--- src/rtl/zrf_pkg.sv ---
package zrf_pkg;
    // Default geometry of the register file
    localparam int unsigned ZRF_REGS   = 32;
    localparam int unsigned ZRF_DATA_W = 32;
    localparam int unsigned ZRF_ADDR_W = $clog2(ZRF_REGS);
    localparam int unsigned ZRF_RD_PORTS = 2;

    // True when an index names the hardwired zero register
    function automatic logic is_zero_idx(input logic [ZRF_ADDR_W-1:0] idx);
        return (idx == '0);
    endfunction
endpackage

--- src/rtl/zrf_wr_qual.sv ---
// Qualifies the raw write request: reset low or a zero destination kills it.
module zrf_wr_qual #(
    parameter int unsigned ADDR_W = zrf_pkg::ZRF_ADDR_W,
    parameter int unsigned DATA_W = zrf_pkg::ZRF_DATA_W
) (
    input  logic              rst_n,
    input  logic              wr_en,
    input  logic [ADDR_W-1:0] wr_addr,
    input  logic [DATA_W-1:0] wr_data,
    output logic              wq_en,
    output logic [ADDR_W-1:0] wq_addr,
    output logic [DATA_W-1:0] wq_data
);
    always_comb begin
        wq_en   = rst_n && wr_en && (wr_addr != '0);
        wq_addr = wr_addr;
        wq_data = wr_data;
    end
endmodule

--- src/rtl/zrf_store.sv ---
// Storage for indices 1..REGS-1; index 0 has no flops at all.
module zrf_store #(
    parameter int unsigned REGS   = zrf_pkg::ZRF_REGS,
    parameter int unsigned DATA_W = zrf_pkg::ZRF_DATA_W,
    localparam int unsigned ADDR_W = $clog2(REGS)
) (
    input  logic                             clk,
    input  logic                             rst_n,
    input  logic                             wq_en,
    input  logic [ADDR_W-1:0]                wq_addr,
    input  logic [DATA_W-1:0]                wq_data,
    output logic [REGS-1:1][DATA_W-1:0]      regs_o
);
    typedef struct packed {
        logic [REGS-1:1][DATA_W-1:0] regs;
    } store_t;

    store_t st_d, st_q;

    always_comb begin
        st_d = st_q;
        if (wq_en && (wq_addr != '0)) begin
            st_d.regs[wq_addr] = wq_data;
        end
    end

    // Contents carry no reset value by design
    always_ff @(posedge clk) begin
        st_q <= st_d;
    end

    assign regs_o = st_q.regs;

    // without a qualified write no register moves
    assert_hold_when_idle_R3: assert property (@(posedge clk) disable iff (!rst_n)
        !wq_en |=> $stable(st_q));

    // a qualified write is found in its register one edge later
    assert_write_lands_R1: assert property (@(posedge clk) disable iff (!rst_n)
        wq_en |=> (st_q.regs[$past(wq_addr)] == $past(wq_data)));
endmodule

--- src/rtl/zrf_rd_port.sv ---
// One combinational read port: zero index first, then same-cycle forward, then storage.
module zrf_rd_port #(
    parameter int unsigned REGS   = zrf_pkg::ZRF_REGS,
    parameter int unsigned DATA_W = zrf_pkg::ZRF_DATA_W,
    localparam int unsigned ADDR_W = $clog2(REGS)
) (
    input  logic [ADDR_W-1:0]           rd_addr,
    input  logic [REGS-1:1][DATA_W-1:0] regs_i,
    input  logic                        wq_en,
    input  logic [ADDR_W-1:0]           wq_addr,
    input  logic [DATA_W-1:0]           wq_data,
    output logic [DATA_W-1:0]           rd_data
);
    logic hit_zero;
    logic hit_fwd;

    always_comb begin
        hit_zero = zrf_pkg::is_zero_idx(rd_addr);
        hit_fwd  = wq_en && (wq_addr == rd_addr);
        if (hit_zero) begin
            rd_data = '0;
        end else if (hit_fwd) begin
            rd_data = wq_data;
        end else begin
            rd_data = regs_i[rd_addr];
        end
    end
endmodule

--- src/rtl/zrf_top.sv ---
module zrf_top #(
    parameter int unsigned REGS   = zrf_pkg::ZRF_REGS,
    parameter int unsigned DATA_W = zrf_pkg::ZRF_DATA_W,
    localparam int unsigned ADDR_W = $clog2(REGS),
    localparam int unsigned NRD    = zrf_pkg::ZRF_RD_PORTS
) (
    input  logic              clk,
    input  logic              rst_n,
    input  logic              wr_en,
    input  logic [ADDR_W-1:0] wr_addr,
    input  logic [DATA_W-1:0] wr_data,
    input  logic [ADDR_W-1:0] rd0_addr,
    output logic [DATA_W-1:0] rd0_data,
    input  logic [ADDR_W-1:0] rd1_addr,
    output logic [DATA_W-1:0] rd1_data
);
    logic                        wq_en;
    logic [ADDR_W-1:0]           wq_addr;
    logic [DATA_W-1:0]           wq_data;
    logic [REGS-1:1][DATA_W-1:0] regs_w;
    logic [NRD-1:0][ADDR_W-1:0]  rd_addr_w;
    logic [NRD-1:0][DATA_W-1:0]  rd_data_w;

    zrf_wr_qual #(.ADDR_W(ADDR_W), .DATA_W(DATA_W)) u_qual (
        .rst_n   (rst_n),
        .wr_en   (wr_en),
        .wr_addr (wr_addr),
        .wr_data (wr_data),
        .wq_en   (wq_en),
        .wq_addr (wq_addr),
        .wq_data (wq_data)
    );

    zrf_store #(.REGS(REGS), .DATA_W(DATA_W)) u_store (
        .clk     (clk),
        .rst_n   (rst_n),
        .wq_en   (wq_en),
        .wq_addr (wq_addr),
        .wq_data (wq_data),
        .regs_o  (regs_w)
    );

    assign rd_addr_w[0] = rd0_addr;
    assign rd_addr_w[1] = rd1_addr;

    for (genvar p = 0; p < NRD; p++) begin : g_rd
        zrf_rd_port #(.REGS(REGS), .DATA_W(DATA_W)) u_port (
            .rd_addr (rd_addr_w[p]),
            .regs_i  (regs_w),
            .wq_en   (wq_en),
            .wq_addr (wq_addr),
            .wq_data (wq_data),
            .rd_data (rd_data_w[p])
        );
    end

    assign rd0_data = rd_data_w[0];
    assign rd1_data = rd_data_w[1];

    // index zero reads zero on both ports
    assert_zero_read0_R4: assert property (@(posedge clk) disable iff (!rst_n)
        (rd0_addr == '0) |-> (rd0_data == '0));
    assert_zero_read1_R4: assert property (@(posedge clk) disable iff (!rst_n)
        (rd1_addr == '0) |-> (rd1_data == '0));

    // a write aimed at index zero leaves the storage untouched
    assert_zero_dest_dropped_R5: assert property (@(posedge clk) disable iff (!rst_n)
        (wr_en && (wr_addr == '0)) |=> $stable(regs_w));

    // same-cycle forward of a live nonzero write
    assert_forward0_R6: assert property (@(posedge clk) disable iff (!rst_n)
        (wr_en && (wr_addr != '0) && (wr_addr == rd0_addr)) |-> (rd0_data == wr_data));
    assert_forward1_R6: assert property (@(posedge clk) disable iff (!rst_n)
        (wr_en && (wr_addr != '0) && (wr_addr == rd1_addr)) |-> (rd1_data == wr_data));

    // two ports on one index agree
    assert_ports_agree_R8: assert property (@(posedge clk) disable iff (!rst_n)
        (rd0_addr == rd1_addr) |-> (rd0_data == rd1_data));
endmodule

--- config.mk ---
export PLATFORM = sky130hd
export DESIGN_NAME = zrf_top
export DESIGN_NICKNAME = d
export VERILOG_FILES = /design/src/rtl/zrf_pkg.sv /design/src/rtl/zrf_wr_qual.sv /design/src/rtl/zrf_store.sv /design/src/rtl/zrf_rd_port.sv /design/src/rtl/zrf_top.sv
export SDC_FILE = /design/constraint.sdc
export NUM_CORES = 1
export LEC_CHECK = 0
export CAP_MARGIN = 20
export CORE_MARGIN = 5
export CORE_UTILIZATION = 45
export DETAILED_ROUTE_END_ITERATION = 12
export DONT_BUFFER_PORTS = 1
export HOLD_SLACK_MARGIN = 0.08
export SLEW_MARGIN = 20
export SYNTH_ARGS = -nofsm -noshare
export SYNTH_HDL_FRONTEND = slang
export SYNTH_SLANG_ARGS = --single-unit
--- constraint.sdc ---
create_clock -name clk -period 3.1 [get_ports clk]
set_input_delay 0 -clock clk [delete_from_list [all_inputs] [get_ports clk]]
set_output_delay 0 -clock clk [all_outputs]
set_load 0.03 [all_outputs]
==> impl_metrics.ini <==
[finish]
largest_register_ff_count = 992
nNetsFinal = 2767
fill_cells = 8199
synthToLayoutAreaGrowth_pct = 13.19
drive_gt1_share_pct = 27.39

[floorplan]
io_pins = 114
die_y_um = 333.7
core-area_um2 = 103800
initial_core_util_pct = 45.43
rows = 118
dieWidth_um = 333.7
dieArea_um2 = 111400

[worst_hold_path]
hp-class = in2reg
hold_depth = 2

[pwr]
power_density_nw_per_um2 = 568.6
switching_share_pct = 22.31
seqPwrFrac_pct = 49.1
p_comb_share_pct = 8.1
p_clk_share_pct = 42.9
cellLeakagePower_nw = 17.51
p_switching_mw = 6.769
peakVddDrop_uv = 401.9
internal_power_mw = 23.58

[clocking]
numClockSinks = 992
ctsHoldBuffers = 46
cts_resized = 0
cts_buffer_depth = 3
h-tree-depth = 3
cts_buffers = 106
cts_tree = built
cts-root-buf = clkbuf_16
cts_setup_buffers = 0
clk_pin_slew_ps = 60

[routing]
wirelength_mm = 158.6
antenna_left = 0
vias = 28900
drtIter0Drc = 3551
first_pass_iters = 6
viasPerCell = 6.888
remaining_drc_errors = 0
wl_per_cell_um = 37.79

[synthesis]
avgSynthCellArea_um2 = 17.61
syn_inst = 2677
syn_nets = 2727
yosysWarnings = 0
ys_types = 52
synth_edf_count = 992
yosysSeqAreaShare_pct = 63.18
synth_flop_cell = edfxtp_1
syn-cell-area_um2 = 47150
synth-async-reset-ratio_pct = 0
synth_seq_cells = 992

[setup_path]
path_buf_inv = 1
worstPathCellList = mux4_2 -> a22o_1 -> nor2_1 -> o221ai_1 -> buf_4
crit_arrival_ps = 2940
cp_top_family = compound AO/OA/AOI/OAI gates
worstSetupPathDepth = 5
crit_required_ps = 3100
max_stage_delay_ps = 550
cpMaxStageDelayCell = nor2_1
cp-start-kind = flip-flop
end_kind = output port
worst-setup-path-type = reg2out
path_max_fanout = 2

[sta]
drv_slew = 0
hold_viol = 0
setup_viol = 0
min_period_ps = 2944
fmax_ghz = 0.3397
setup_tns_ps = 0
hold_slack_ps = 150.3
tightest_slew_ps = 1223
fin_crit_sh_pct = 94.96
rsz0062_at_grt = false
max_slew_margin_pct = 18.46

[global_route]
grt_first_pass_wirelength_mm = 222.8
antenna_found_initial = 15
grtUsageTotal_pct = 27.89
grt_max_degree = 292
first_global_vias = 29610
grt_overflow = 0

[placed_design]
numPortBuffers = 0
globalplace.congestion = 0.8439
dp_hpwl_mm = 89.79

[run_status]
status = finished, final reports clean

[flow_run]
maxCapViolations = 0
-- worst paths after layout --
check / end / from / slack (ps)
worst max-delay path: rd1_data[4] / u_store.regs_o[836] / 160
worst min-delay path: u_store.regs_o[377] / wr_addr[2] / 150
-- synthesized netlist by cell type, types with 2 or more instances --
master | instances | area (µm²)
a211oi_1 | 30 | 225.2
a21oi_1 | 39 | 195.2
a221o_1 | 31 | 310.3
a221oi_1 | 5 | 43.79
a22o_1 | 88 | 770.7
a22oi_1 | 170 | 1276
a32o_1 | 4 | 40.04
and2_1 | 4 | 25.02
and3_1 | 2 | 12.51
buf_1 | 16 | 60.06
buf_2 | 83 | 415.4
buf_4 | 8 | 60.06
buf_6 | 4 | 45.04
clkbuf_1 | 116 | 435.4
edfxtp_1 | 992 | 29790
inv_1 | 30 | 112.6
mux2_2 | 64 | 720.7
mux2i_1 | 306 | 3063
mux4_2 | 324 | 7297
nand2_1 | 73 | 274.0
nand2b_1 | 35 | 219.0
nand3_1 | 64 | 320.3
nand3b_1 | 4 | 30.03
nand4_1 | 2 | 12.51
nor2_1 | 68 | 255.2
nor2b_1 | 10 | 62.56
nor3_1 | 4 | 20.02
nor4_1 | 3 | 18.77
o21a_1 | 2 | 15.01
o21ai_0 | 2 | 10.01
o221a_2 | 30 | 337.8
o221ai_1 | 8 | 70.07
o221ai_2 | 20 | 300.3
o22ai_1 | 6 | 37.54
o41ai_1 | 3 | 26.28
or3_1 | 2 | 12.51
or3b_2 | 2 | 17.52
xnor2_1 | 8 | 70.07
xor2_1 | 2 | 17.52
-- layout by cell type, fill, tap and decap left out, types with 5 or more instances in the layout --
cell type      synthesis  routed
a211oi_1              30      30
a21oi_1               39      39
a221o_1               31      31
a221oi_1               5       5
a22o_1                88      88
a22oi_1              170     170
buf_12                 0      26
buf_2                 83      16
buf_4                  8      73
bufinv_16              0      16
clkbuf_1             116      16
clkbuf_16              0     108
clkinv_1               0      23
clkinv_2               0      26
diode_2                0      12
dlygate4sd3_1          0      44
edfxtp_1             992     992
inv_1                 30      30
mux2_2                64      64
mux2i_1              306     306
mux4_2               324     324
nand2_1               73      73
nand2b_1              35      34
nand3_1               64      64
nor2_1                68      33
nor2_4                 0      35
nor2b_4                0       7
o221a_2               30      30
o221ai_1               8       8
o221ai_2              20      20
o22ai_1                6       6
xnor2_1                8       8
-- per-stage QoR --
| step | setup slack [ps] | cells | power [mW] | instance area, µm² | util, % |
|---|---|---|---|---|---|
| floorplan | 643.8 | 2677 | 17.00 | 47150 | - |
| global placement | 608.5 | 3926 | 17.31 | 49230 | 47.43 |
| detailed placement | 526.4 | 3927 | 17.32 | 49250 | 47.45 |
| CTS | 249.1 | 4168 | 30.43 | 53260 | 51.31 |
| global route | 81.51 | 4186 | 31.14 | 53340 | 51.40 |
| finish | 156.1 | 4196 | 30.35 | 53370 | 51.42 |
-- routing by layer --
| layer | track usage, % | vias to the layer above | share of wire, % |
|---|---|---|---|
| li1 | - | 11440 | - |
| met2 | 43.59 | 1789 | 46 |
| met5 | 0.5106 | - | 0.077 |
| met3 | 8.623 | 287 | 12 |
| met4 | 8.429 | 8 | 3.0 |
| met1 | 37.99 | 15390 | 39 |
-- power by group through the flow --
stage	Sequential [mW]	Combinational [mW]	Clock [mW]
3_3_place_gp	15.2	2.15	0
2_1_floorplan	15.2	1.84	0
5_1_grt	14.9	2.53	13.7
3_5_place_dp	15.2	2.15	0
4_1_cts	14.9	2.40	13.1
6_report	14.9	2.45	13.0
-- area by class of cell --
| cell class | count | area [µm²] | share of cell area, % |
|---|---|---|---|
| inverters | 30 | 112.6 | 0.2110 |
| flip-flops and latches | 992 | 29790 | 55.82 |
| diodes | 12 | 30.03 | 0.05627 |
| clock buffers | 124 | 2763 | 5.176 |
| multi-input cells | 1428 | 16590 | 31.09 |
| well taps | 1380 | 1727 | 3.235 |
| clock inverters | 71 | 768.2 | 1.439 |
| repair buffers | 159 | 1589 | 2.977 |
-- cells by family (layout without fill, tap and decap cells) --
kind of cell	Yosys count	in the layout	synth area share (%)
XOR/XNOR	10	10	0.1858
flip-flops	992	992	63.18
buffers and inverters	257	384	2.394
multiplexers	694	694	23.50
other	0	12	0
AO/OA/AOI/OAI	445	445	7.924
AND/OR/NAND/NOR	279	279	2.821
Power figures use the tool's default switching activity.
